$ cat config.mk
export PLATFORM = sky130hd
export DESIGN_NAME = dram_page_wait
export DESIGN_NICKNAME = d
export VERILOG_FILES = /design/src/rtl/dpw_pkg.sv /design/src/rtl/dpw_rst_sync.sv /design/src/rtl/dpw_row_tracker.sv /design/src/rtl/dpw_wait_select.sv /design/src/rtl/dpw_wait_timer.sv /design/src/rtl/dram_page_wait.sv
export SDC_FILE = /design/constraint.sdc
export NUM_CORES = 1
export LEC_CHECK = 0
export CAP_MARGIN = 20
export CORE_UTILIZATION = 46
export DETAILED_ROUTE_END_ITERATION = 8
export PLACE_DENSITY = 0.88
export SETUP_SLACK_MARGIN = 0.1
export SYNTH_ARGS = -nofsm -noshare
export SYNTH_HDL_FRONTEND = slang
export SYNTH_SLANG_ARGS = --single-unit
$ cat constraint.sdc
create_clock -name clk -period 1.4 [get_ports clk]
set_input_delay 0.42 -clock clk [delete_from_list [all_inputs] [get_ports clk]]
set_output_delay 0.42 -clock clk [all_outputs]
set_load 0.03 [all_outputs]
$ cat src/rtl/dpw_pkg.sv
package dpw_pkg;

  localparam int MIN_COL = 9;
  localparam int MAX_COL = 12;
  localparam int WS_W    = 4;

  typedef logic [WS_W-1:0] ws_t;

  function automatic ws_t near_waits(input logic [1:0] code);
    return ws_t'(code) + ws_t'(1);
  endfunction

  function automatic ws_t far_waits(input logic [1:0] code);
    ws_t w;
    case (code)
      2'd0:    w = ws_t'(4);
      2'd1:    w = ws_t'(8);
      2'd2:    w = ws_t'(11);
      default: w = ws_t'(15);
    endcase
    return w;
  endfunction

endpackage

$ cat src/rtl/dpw_rst_sync.sv
module dpw_rst_sync (
  input  logic clk,
  input  logic rst_n,
  output logic rst_sync_n
);
  logic [1:0] sync_q;
  logic [1:0] sync_d;

  always_comb sync_d = {sync_q[0], 1'b1};

  always_ff @(posedge clk or negedge rst_n) begin
    if (!rst_n) sync_q <= 2'b00;
    else        sync_q <= sync_d;
  end

  assign rst_sync_n = sync_q[1];
endmodule

$ cat src/rtl/dpw_row_tracker.sv
module dpw_row_tracker
  import dpw_pkg::*;
#(
  parameter int ADDR_W = 24,
  localparam int ROW_W = ADDR_W - MIN_COL
) (
  input  logic             clk,
  input  logic             rst_n,
  input  logic             capture,
  input  logic             invalidate,
  input  logic             page_en,
  input  logic [1:0]       col_sel,
  input  logic [ROW_W-1:0] addr_row,
  output logic             hit_now
);
  logic [ROW_W-1:0] row_q, row_d;
  logic             vld_q, vld_d;
  logic [ROW_W-1:0] bit_diff;

  // Bit i of the row field is compared only when it lies above the column width
  for (genvar i = 0; i < ROW_W; i++) begin : g_cmp
    logic active;
    if (i >= MAX_COL - MIN_COL) begin : g_always
      assign active = 1'b1;
    end else begin : g_sel
      assign active = (col_sel <= 2'(i));
    end
    assign bit_diff[i] = active & (addr_row[i] ^ row_q[i]);
  end

  always_comb hit_now = page_en & vld_q & ~(|bit_diff);

  always_comb begin
    row_d = row_q;
    vld_d = vld_q;
    if (capture) begin
      row_d = addr_row;
      vld_d = 1'b1;
    end
    if (invalidate) vld_d = 1'b0;
  end

  always_ff @(posedge clk or negedge rst_n) begin
    if (!rst_n) begin
      row_q <= '0;
      vld_q <= 1'b0;
    end else begin
      row_q <= row_d;
      vld_q <= vld_d;
    end
  end
endmodule

$ cat src/rtl/dpw_wait_select.sv
module dpw_wait_select
  import dpw_pkg::*;
(
  input  logic       page_hit,
  input  logic [1:0] near_code,
  input  logic [1:0] far_code,
  output ws_t        waits
);
  always_comb waits = page_hit ? near_waits(near_code) : far_waits(far_code);
endmodule

$ cat src/rtl/dpw_wait_timer.sv
module dpw_wait_timer #(
  parameter int CNT_W = 4
) (
  input  logic             clk,
  input  logic             rst_n,
  input  logic             load,
  input  logic [CNT_W-1:0] load_val,
  output logic             busy,
  output logic             ready
);
  logic [CNT_W-1:0] cnt_q, cnt_d;
  logic             rdy_q, rdy_d;
  logic             cnt_en;

  always_comb begin
    cnt_en = load | (cnt_q != '0);
    cnt_d  = cnt_q;
    if (load)        cnt_d = load_val;
    else if (cnt_en) cnt_d = cnt_q - CNT_W'(1);
    rdy_d = ~load & (cnt_q == CNT_W'(1));
  end

  always_ff @(posedge clk or negedge rst_n) begin
    if (!rst_n) begin
      cnt_q <= '0;
      rdy_q <= 1'b0;
    end else begin
      if (cnt_en) cnt_q <= cnt_d;
      rdy_q <= rdy_d;
    end
  end

  assign busy  = (cnt_q != '0);
  assign ready = rdy_q;
endmodule

$ cat src/rtl/dram_page_wait.sv
module dram_page_wait
  import dpw_pkg::*;
#(
  parameter int ADDR_W = 24
) (
  input  logic              clk,
  input  logic              rst_n,
  input  logic              acc_start,
  input  logic [ADDR_W-1:0] acc_addr,
  input  logic              page_en,
  input  logic [1:0]        page_sz,
  input  logic [1:0]        inpage_ws,
  input  logic [1:0]        outpage_ws,
  input  logic              page_inval,
  output logic              hit,
  output logic              busy,
  output logic              ready
);
  localparam int ROW_W = ADDR_W - MIN_COL;

  logic rst_i_n;
  logic accept;
  logic hit_now;
  logic hit_q, hit_d;
  ws_t  waits;
  logic unused_low_addr;

  assign unused_low_addr = ^acc_addr[MIN_COL-1:0];

  dpw_rst_sync u_rst (
    .clk        (clk),
    .rst_n      (rst_n),
    .rst_sync_n (rst_i_n)
  );

  always_comb accept = acc_start & ~busy;

  dpw_row_tracker #(.ADDR_W(ADDR_W)) u_row (
    .clk        (clk),
    .rst_n      (rst_i_n),
    .capture    (accept),
    .invalidate (page_inval),
    .page_en    (page_en),
    .col_sel    (page_sz),
    .addr_row   (acc_addr[ADDR_W-1:MIN_COL]),
    .hit_now    (hit_now)
  );

  dpw_wait_select u_sel (
    .page_hit  (hit_now),
    .near_code (inpage_ws),
    .far_code  (outpage_ws),
    .waits     (waits)
  );

  dpw_wait_timer #(.CNT_W(WS_W)) u_tmr (
    .clk      (clk),
    .rst_n    (rst_i_n),
    .load     (accept),
    .load_val (waits),
    .busy     (busy),
    .ready    (ready)
  );

  always_comb hit_d = accept ? hit_now : hit_q;

  always_ff @(posedge clk or negedge rst_i_n) begin
    if (!rst_i_n)    hit_q <= 1'b0;
    else if (accept) hit_q <= hit_d;
  end

  assign hit = hit_q;

  if (ROW_W < 4) begin : g_bad_width
    initial $error("ADDR_W too small for a 12-bit column");
  end
endmodule

==> results of run 1 <==
==> placed cells by master (no fill, tap or decap), drive strengths merged <==
cell type / n
xor2: 14
o21ai: 2
nor4: 2
mux2: 15
nand2: 4
or2: 1
o311a: 1
a21o: 2
a21oi: 2
clkdlybuf4s50: 18
clkbuf: 3
or3: 1
buf: 30
nor3: 6
nand4: 1
nor2: 3
conb: 1
inv: 6
or4: 1
a22oi: 1
a221oi: 1
dlygate4sd2: 7
and3: 1
nand3: 2
a221o: 1
and2b: 1
ha: 7
xnor2: 2
a211oi: 1
dfrtp: 24
==> worst register-to-register path, cell delays in order (launching register included) <==
cell and delay (ps):
dfrtp_1 430, xor2_2 160, nor4_2 300, nand4_1 210, or2_4 310, o311a_1 320
==> worst min path at each step <==
stage,slack [ps],cells after the start,to
after floorplan,120,0,u_rst.sync_q[0]$_DFF_PN0_
after global placement,140,0,u_row.row_q[0]$_DFFE_PN0P_
after detailed placement,170,0,u_row.row_q[1]$_DFFE_PN0P_
after CTS,180,0,u_row.row_q[1]$_DFFE_PN0P_
after global routing,220,0,u_row.row_q[1]$_DFFE_PN0P_
final,170,0,u_tmr.cnt_q[2]$_DFFE_PN0P_
==> stage by stage <==
step / TNS, ps / power, mW / utilization [%] / setup slack (ps) / area (sq um)
detailed placement: -8010 / 2.43 / 65.8 / -862 / 1660
finish: -4190 / 3.23 / 75.6 / -487 / 1910
global placement: -7190 / 2.34 / 65.8 / -782 / 1660
CTS: -2420 / 3.07 / 72.6 / -346 / 1830
floorplan: -790 / 1.99 / - / -245 / 1280
global route: -5410 / 3.44 / 75.6 / -609 / 1910
==> power by group through the flow <==
stage	Clock (mW)	Sequential, mW	Combinational [mW]
finish	0.306	1.20	1.73
global placement	0	1.17	1.17
floorplan	0	1.18	0.807
CTS	0.313	1.18	1.57
detailed placement	0	1.20	1.23
global route	0.337	1.22	1.88
==> cell type report <==
| cell class | count | area (sq um) |
|---|---|---|
| multi-input cells | 73 | 713 |
| fillers | 175 | 614 |
| flip-flops and latches | 24 | 601 |
| repair buffers | 55 | 512 |
| well taps | 30 | 37.5 |
| clock buffers | 3 | 22.5 |
| inverters | 6 | 22.5 |
==> routing by layer <==
metal  global-route usage [%]  part of all wire, %
met4                     9.40                  2.4
met1                     25.7                   40
met2                     42.2                   54
met3                     3.95                  3.9
met5                        0                    0
==> registers in the layout, summed over array words and instances (netlist names) <==
name / flops
hit: 1
u_row.row_q: 15
u_row.vld_q: 1
u_rst.sync_q: 2
u_tmr.cnt_q: 4
u_tmr.ready: 1
==> logic make-up after synthesis <==
kind of cell / after synthesis / share of synthesized area [%]
flip-flops: 24 / 48.1
AND/OR/NAND/NOR: 23 / 10.7
XOR/XNOR: 16 / 11.2
multiplexers: 15 / 13.5
AO/OA/AOI/OAI: 11 / 6.71
buffers and inverters: 8 / 2.40
adder cells (fa/ha/maj): 7 / 7.01
other: 1 / 0.300
==> repair_timing <==
action                                  in CTS  in global routing
endpoints found under the setup margin      24                 25
resized for setup                           29                 10
gates cloned                                 0                  0
buffers inserted                            10                  6
pin swaps                                    8                  5
==> flow_metrics.tcl, run 1 <==
set metrics [dict create \
    synth.largest_area_cell "dfrtp_1" \
    io_buffers 28 \
    hold_violations 0 \
    first_iter_violations 19 \
    mappedNetlistArea_sq_mm 0.00125 \
    cp.depth 6 \
    diodes 0 \
    yosysWarnings 0 \
    yosysMostFrequentCell "dfrtp_1" \
    combinationalPowerShare_pct 53.5 \
    wirelength_mm 3.09 \
    grt_remaining_overflow 0 \
    hold_ws_ps 169 \
    reg2reg_to "u_tmr.cnt_q[1]$_DFFE_PN0P_" \
    synth_edf_count 0 \
    yosysUniqueCellTypes 28 \
    synth_area_leaders "dfrtp_1 48%, mux2_2 14%, xor2_1 9.8%" \
    drv_slew 0 \
    internal_power_mw 2.12 \
    vias 1030 \
    grtUsageTotal_pct 22.9 \
    switching_share_pct 34.3 \
    cts_inserted_buffers 3 \
    dp_cells 173 \
    grt_max_degree 15 \
    io_pins 38 \
    failed_checks "negative setup slack" \
    grt_pass1_wl_mm 4.56 \
    htree_num_levels 1 \
    grt_pass1_vias 1044 \
    critPathMaxFanout 3 \
    path_delay_family "simple AND/OR/NAND/NOR gates" \
    die_h_um 54.1 \
    rsz0062_at_grt "true" \
    cp-end-kind "register" \
    synth_top_flop_cell "dfrtp_1" \
    drtPass1Iterations 4 \
    clkLatencyLatePin_ps 320 \
    path_buf_inv 1 \
    antenna_found_initial 0 \
    initial_core_util_pct 49.5 \
    worstPathRequired_ps 1610 \
    avgViaCountPerCell 5.39 \
    synth.net_count 147 \
    p_switching_mw 1.11 \
    row_count 18 \
    cpMaxStageDelayCell "clkdlybuf4s50_1" \
    ys_ff_latch 24 \
    crit_chain "clkdlybuf4s50_1 -> xor2_1 -> nor3_1 -> nand4_1 -> or2_4 -> o311a_1" \
    dp_hpwl_mm 2.01 \
    clkTransAtPathRegs_ps 130 \
    p_per_area_mw_per_mm2 1690 \
    clock-sinks 24 \
    drcViolationCount 0 \
    area_growth_pct 52.8 \
    wl_per_cell_um 16.2 \
    r2r_start "u_row.row_q[9]$_DFFE_PN0P_" \
    synth_commonest_cells "24 x dfrtp_1, 15 x mux2_2, 14 x xor2_1" \
    r2r_cells 5 \
    start_kind "input pin" \
    skew_ps 5.54 \
    max_freq_mhz 530 \
    core_area_sq_mm 0.00252 \
    die-area_sq_mm 0.00293 \
    synth_top_area_share_pct 48.1 \
    nets 205 \
    avgSynthCellArea_sq_um 11.9 \
    drive_above_1_share_pct 39.1 \
    startpoint "acc_addr[15]" \
    fin_crit_sh_pct 135 \
    syn_inst 105 \
    finalSetupViolCount 22 \
    gp_congestion 0.880 \
    die_w_um 54.1 \
    fin_crit_ps 1890 \
    setup_ws_ps -487 \
    reg2reg_slack_ps -440 \
    cap_violations 0 \
    detail-route-antenna-nets 0 \
    status "finished with violations" \
    clockBufferDepth 2 \
    path_class "in2reg" \
    p_seq_share_pct 37.0 \
    peakVddDrop_mv 1.26 \
    max_stage_delay_ps 450 \
    ctsHoldBuffers 0 \
    crit_arrival_ps 2090 \
    ys_seq_area_share_pct 48.1 \
    synth-async-reset-ratio_pct 100 \
    clkPwrFrac_pct 9.5 \
    leakage_nw 0.927 \
    cts_tree "yes" \
    hp-class "reg2async" \
    critPathCapture "u_tmr.cnt_q[1]$_DFFE_PN0P_" \
    cts_root_buf "clkbuf_4" \
    layout.cells.non_filler 191 \
]
Power figures use the tool's default switching activity.
==> run 2, diff against run 1 <==
--- a/config.mk
+++ b/config.mk
@@ -5,10 +5,10 @@
 export SDC_FILE = /design/constraint.sdc
 export NUM_CORES = 1
 export LEC_CHECK = 0
-export CAP_MARGIN = 20
+export CAP_MARGIN = 15
 export CORE_UTILIZATION = 46
 export DETAILED_ROUTE_END_ITERATION = 8
-export PLACE_DENSITY = 0.88
+export PLACE_DENSITY = 0.79
 export SETUP_SLACK_MARGIN = 0.1
 export SYNTH_ARGS = -nofsm -noshare
 export SYNTH_HDL_FRONTEND = slang
==> flow_metrics.tcl, run 2 (same netlist as run 1, synthesis figures left out) <==
set metrics [dict create \
    status "finished with violations" \
    failed_checks "negative setup slack" \
    top_register "u_row.row_q" \
    clock-sinks 24 \
    combinationalPowerShare_pct 53.3 \
    vias 1040 \
    cts_inserted_buffers 3 \
    die_h_um 54.1 \
    die-area_sq_mm 0.00293 \
    avgViaCountPerCell 5.25 \
    initial_core_util_pct 49.5 \
    reg.largest.list "u_row.row_q: 15 flops, u_tmr.cnt_q: 4 flops, u_rst.sync_q: 2 flops" \
    dp_hpwl_mm 2.05 \
    fin_crit_ps 1760 \
    rsz0062_at_grt "true" \
    finalSetupViolCount 23 \
    cp-end-kind "register" \
    final_common_cell "dfrtp_1" \
    busiest_layer "met2" \
    row_count 18 \
    utilization_pct 79.3 \
    gp_congestion 0.898 \
    grt_pass1_vias 1048 \
    clockBufferDepth 2 \
    drv_slew 0 \
    antenna_found_initial 0 \
    path_class "in2reg" \
    nets 211 \
    p_switching_mw 1.09 \
    cts_root_buf "clkbuf_4" \
    drive_above_1_share_pct 40.5 \
    grtUsageMet2_pct 41.6 \
    ctsHoldBuffers 0 \
    multiInputGateArea_sq_um 687 \
    skew_ps 9.70 \
    max_freq_mhz 569 \
    clkLatencyLatePin_ps 320 \
    critPathMaxFanout 3 \
    internal_power_mw 2.22 \
    leakage_nw 0.975 \
    clkTransAtPathRegs_ps 130 \
    r2r_cells 5 \
    io_pins 38 \
    crit_arrival_ps 1970 \
    layout.cells.non_filler 198 \
    fin_crit_sh_pct 126 \
    grt_pass1_wl_mm 4.62 \
    drcViolationCount 0 \
    start_kind "input pin" \
    area_growth_pct 60.2 \
    diodes 0 \
    peakVddDrop_mv 1.26 \
    hp-class "reg2async" \
    core_area_sq_mm 0.00252 \
    p_per_area_mw_per_mm2 1650 \
    grt_remaining_overflow 0 \
    regArea_sq_um 601 \
    switching_share_pct 33.0 \
    dp_cells 176 \
    wirelength_mm 2.99 \
    io_buffers 28 \
    drtPass1Iterations 2 \
    grtUsageTotal_pct 23.1 \
    final_cell_mix "24 x dfrtp_1, 22 x buf_4, 14 x xor2_1, 14 x clkdlybuf4s50_1, 12 x mux2_2" \
    hold_violations 0 \
    clkPwrFrac_pct 11.3 \
    finalPower_mw 3.31 \
    grt_use_met1_pct 26.5 \
    grt_max_degree 21 \
    p_seq_share_pct 35.5 \
    cts_tree "yes" \
    die_w_um 54.1 \
    n_fill_cell 172 \
    first_iter_violations 4 \
    cap_violations 0 \
    worstPathRequired_ps 1610 \
    htree_num_levels 1 \
    wl_per_cell_um 15.1 \
    setup_ws_ps -358 \
    use_met3_pct 5.37 \
    largest_register_ffs 15 \
    fin_setup_tns_ps -3970 \
    detail-route-antenna-nets 0 \
]
run 2: timing repair:
action	4_1_cts	5_1_grt
gates resized for setup	31	7
endpoints found under the setup margin	24	25
buffers inserted	13	4
cloned	2	0
pin swaps	14	9
run 2: final cells by class:
class / instances / share of cell area (%)
Tap cell: 30 / 1.88
Clock buffer: 4 / 1.81
Sequential cell: 24 / 30.0
Multi-Input combinational cell: 73 / 34.3
Inverter: 6 / 1.13
Timing Repair Buffer: 61 / 30.8
run 2: per-stage QoR:
stage               setup slack [ps]  cell area [sq um]  hold slack [ps]
finish                          -358               2000             47.6
global route                    -437               2000             54.1
CTS                             -364               1950             50.7
detailed placement              -856               1680             38.6
global placement                -769               1680             29.5
floorplan                       -245               1280              124
run 2: per-layer routing:
metal,part of all wire (%),wire (um)
met1,39,1150
met2,56,1680
met3,3.2,95
met4,1.9,58
met5,0,0
run 2: final timing paths:
kind                                        startpoint                          to  slack (ps)
max                                         page_sz[0]  u_tmr.cnt_q[1]$_DFFE_PN0P_        -360
min                          u_rst.sync_q[1]$_DFF_PN0_  u_row.row_q[1]$_DFFE_PN0P_          50
max reg2reg                u_row.row_q[12]$_DFFE_PN0P_  u_tmr.cnt_q[1]$_DFFE_PN0P_        -350
min reg2reg                  u_rst.sync_q[1]$_DFF_PN0_  u_row.row_q[1]$_DFFE_PN0P_          50
max in group asynchronous    u_rst.sync_q[1]$_DFF_PN0_  u_row.row_q[9]$_DFFE_PN0P_         890
min in group clk             u_rst.sync_q[0]$_DFF_PN0_   u_rst.sync_q[1]$_DFF_PN0_         370
run 2: critical path: stages:
cell             delay [ps]
clkdlybuf4s50_1         470
nand2_1                  70
a211oi_2                240
nand4_1                 140
or2_1                   280
o311a_1                 350
run 2: power by group through the flow:
stage	registers (mW)	logic [mW]	clock network (mW)
finish	1.17	1.76	0.373
global route	1.20	1.89	0.408
CTS	1.16	1.66	0.386
detailed placement	1.17	1.31	0
global placement	1.15	1.24	0
floorplan	1.18	0.807	0
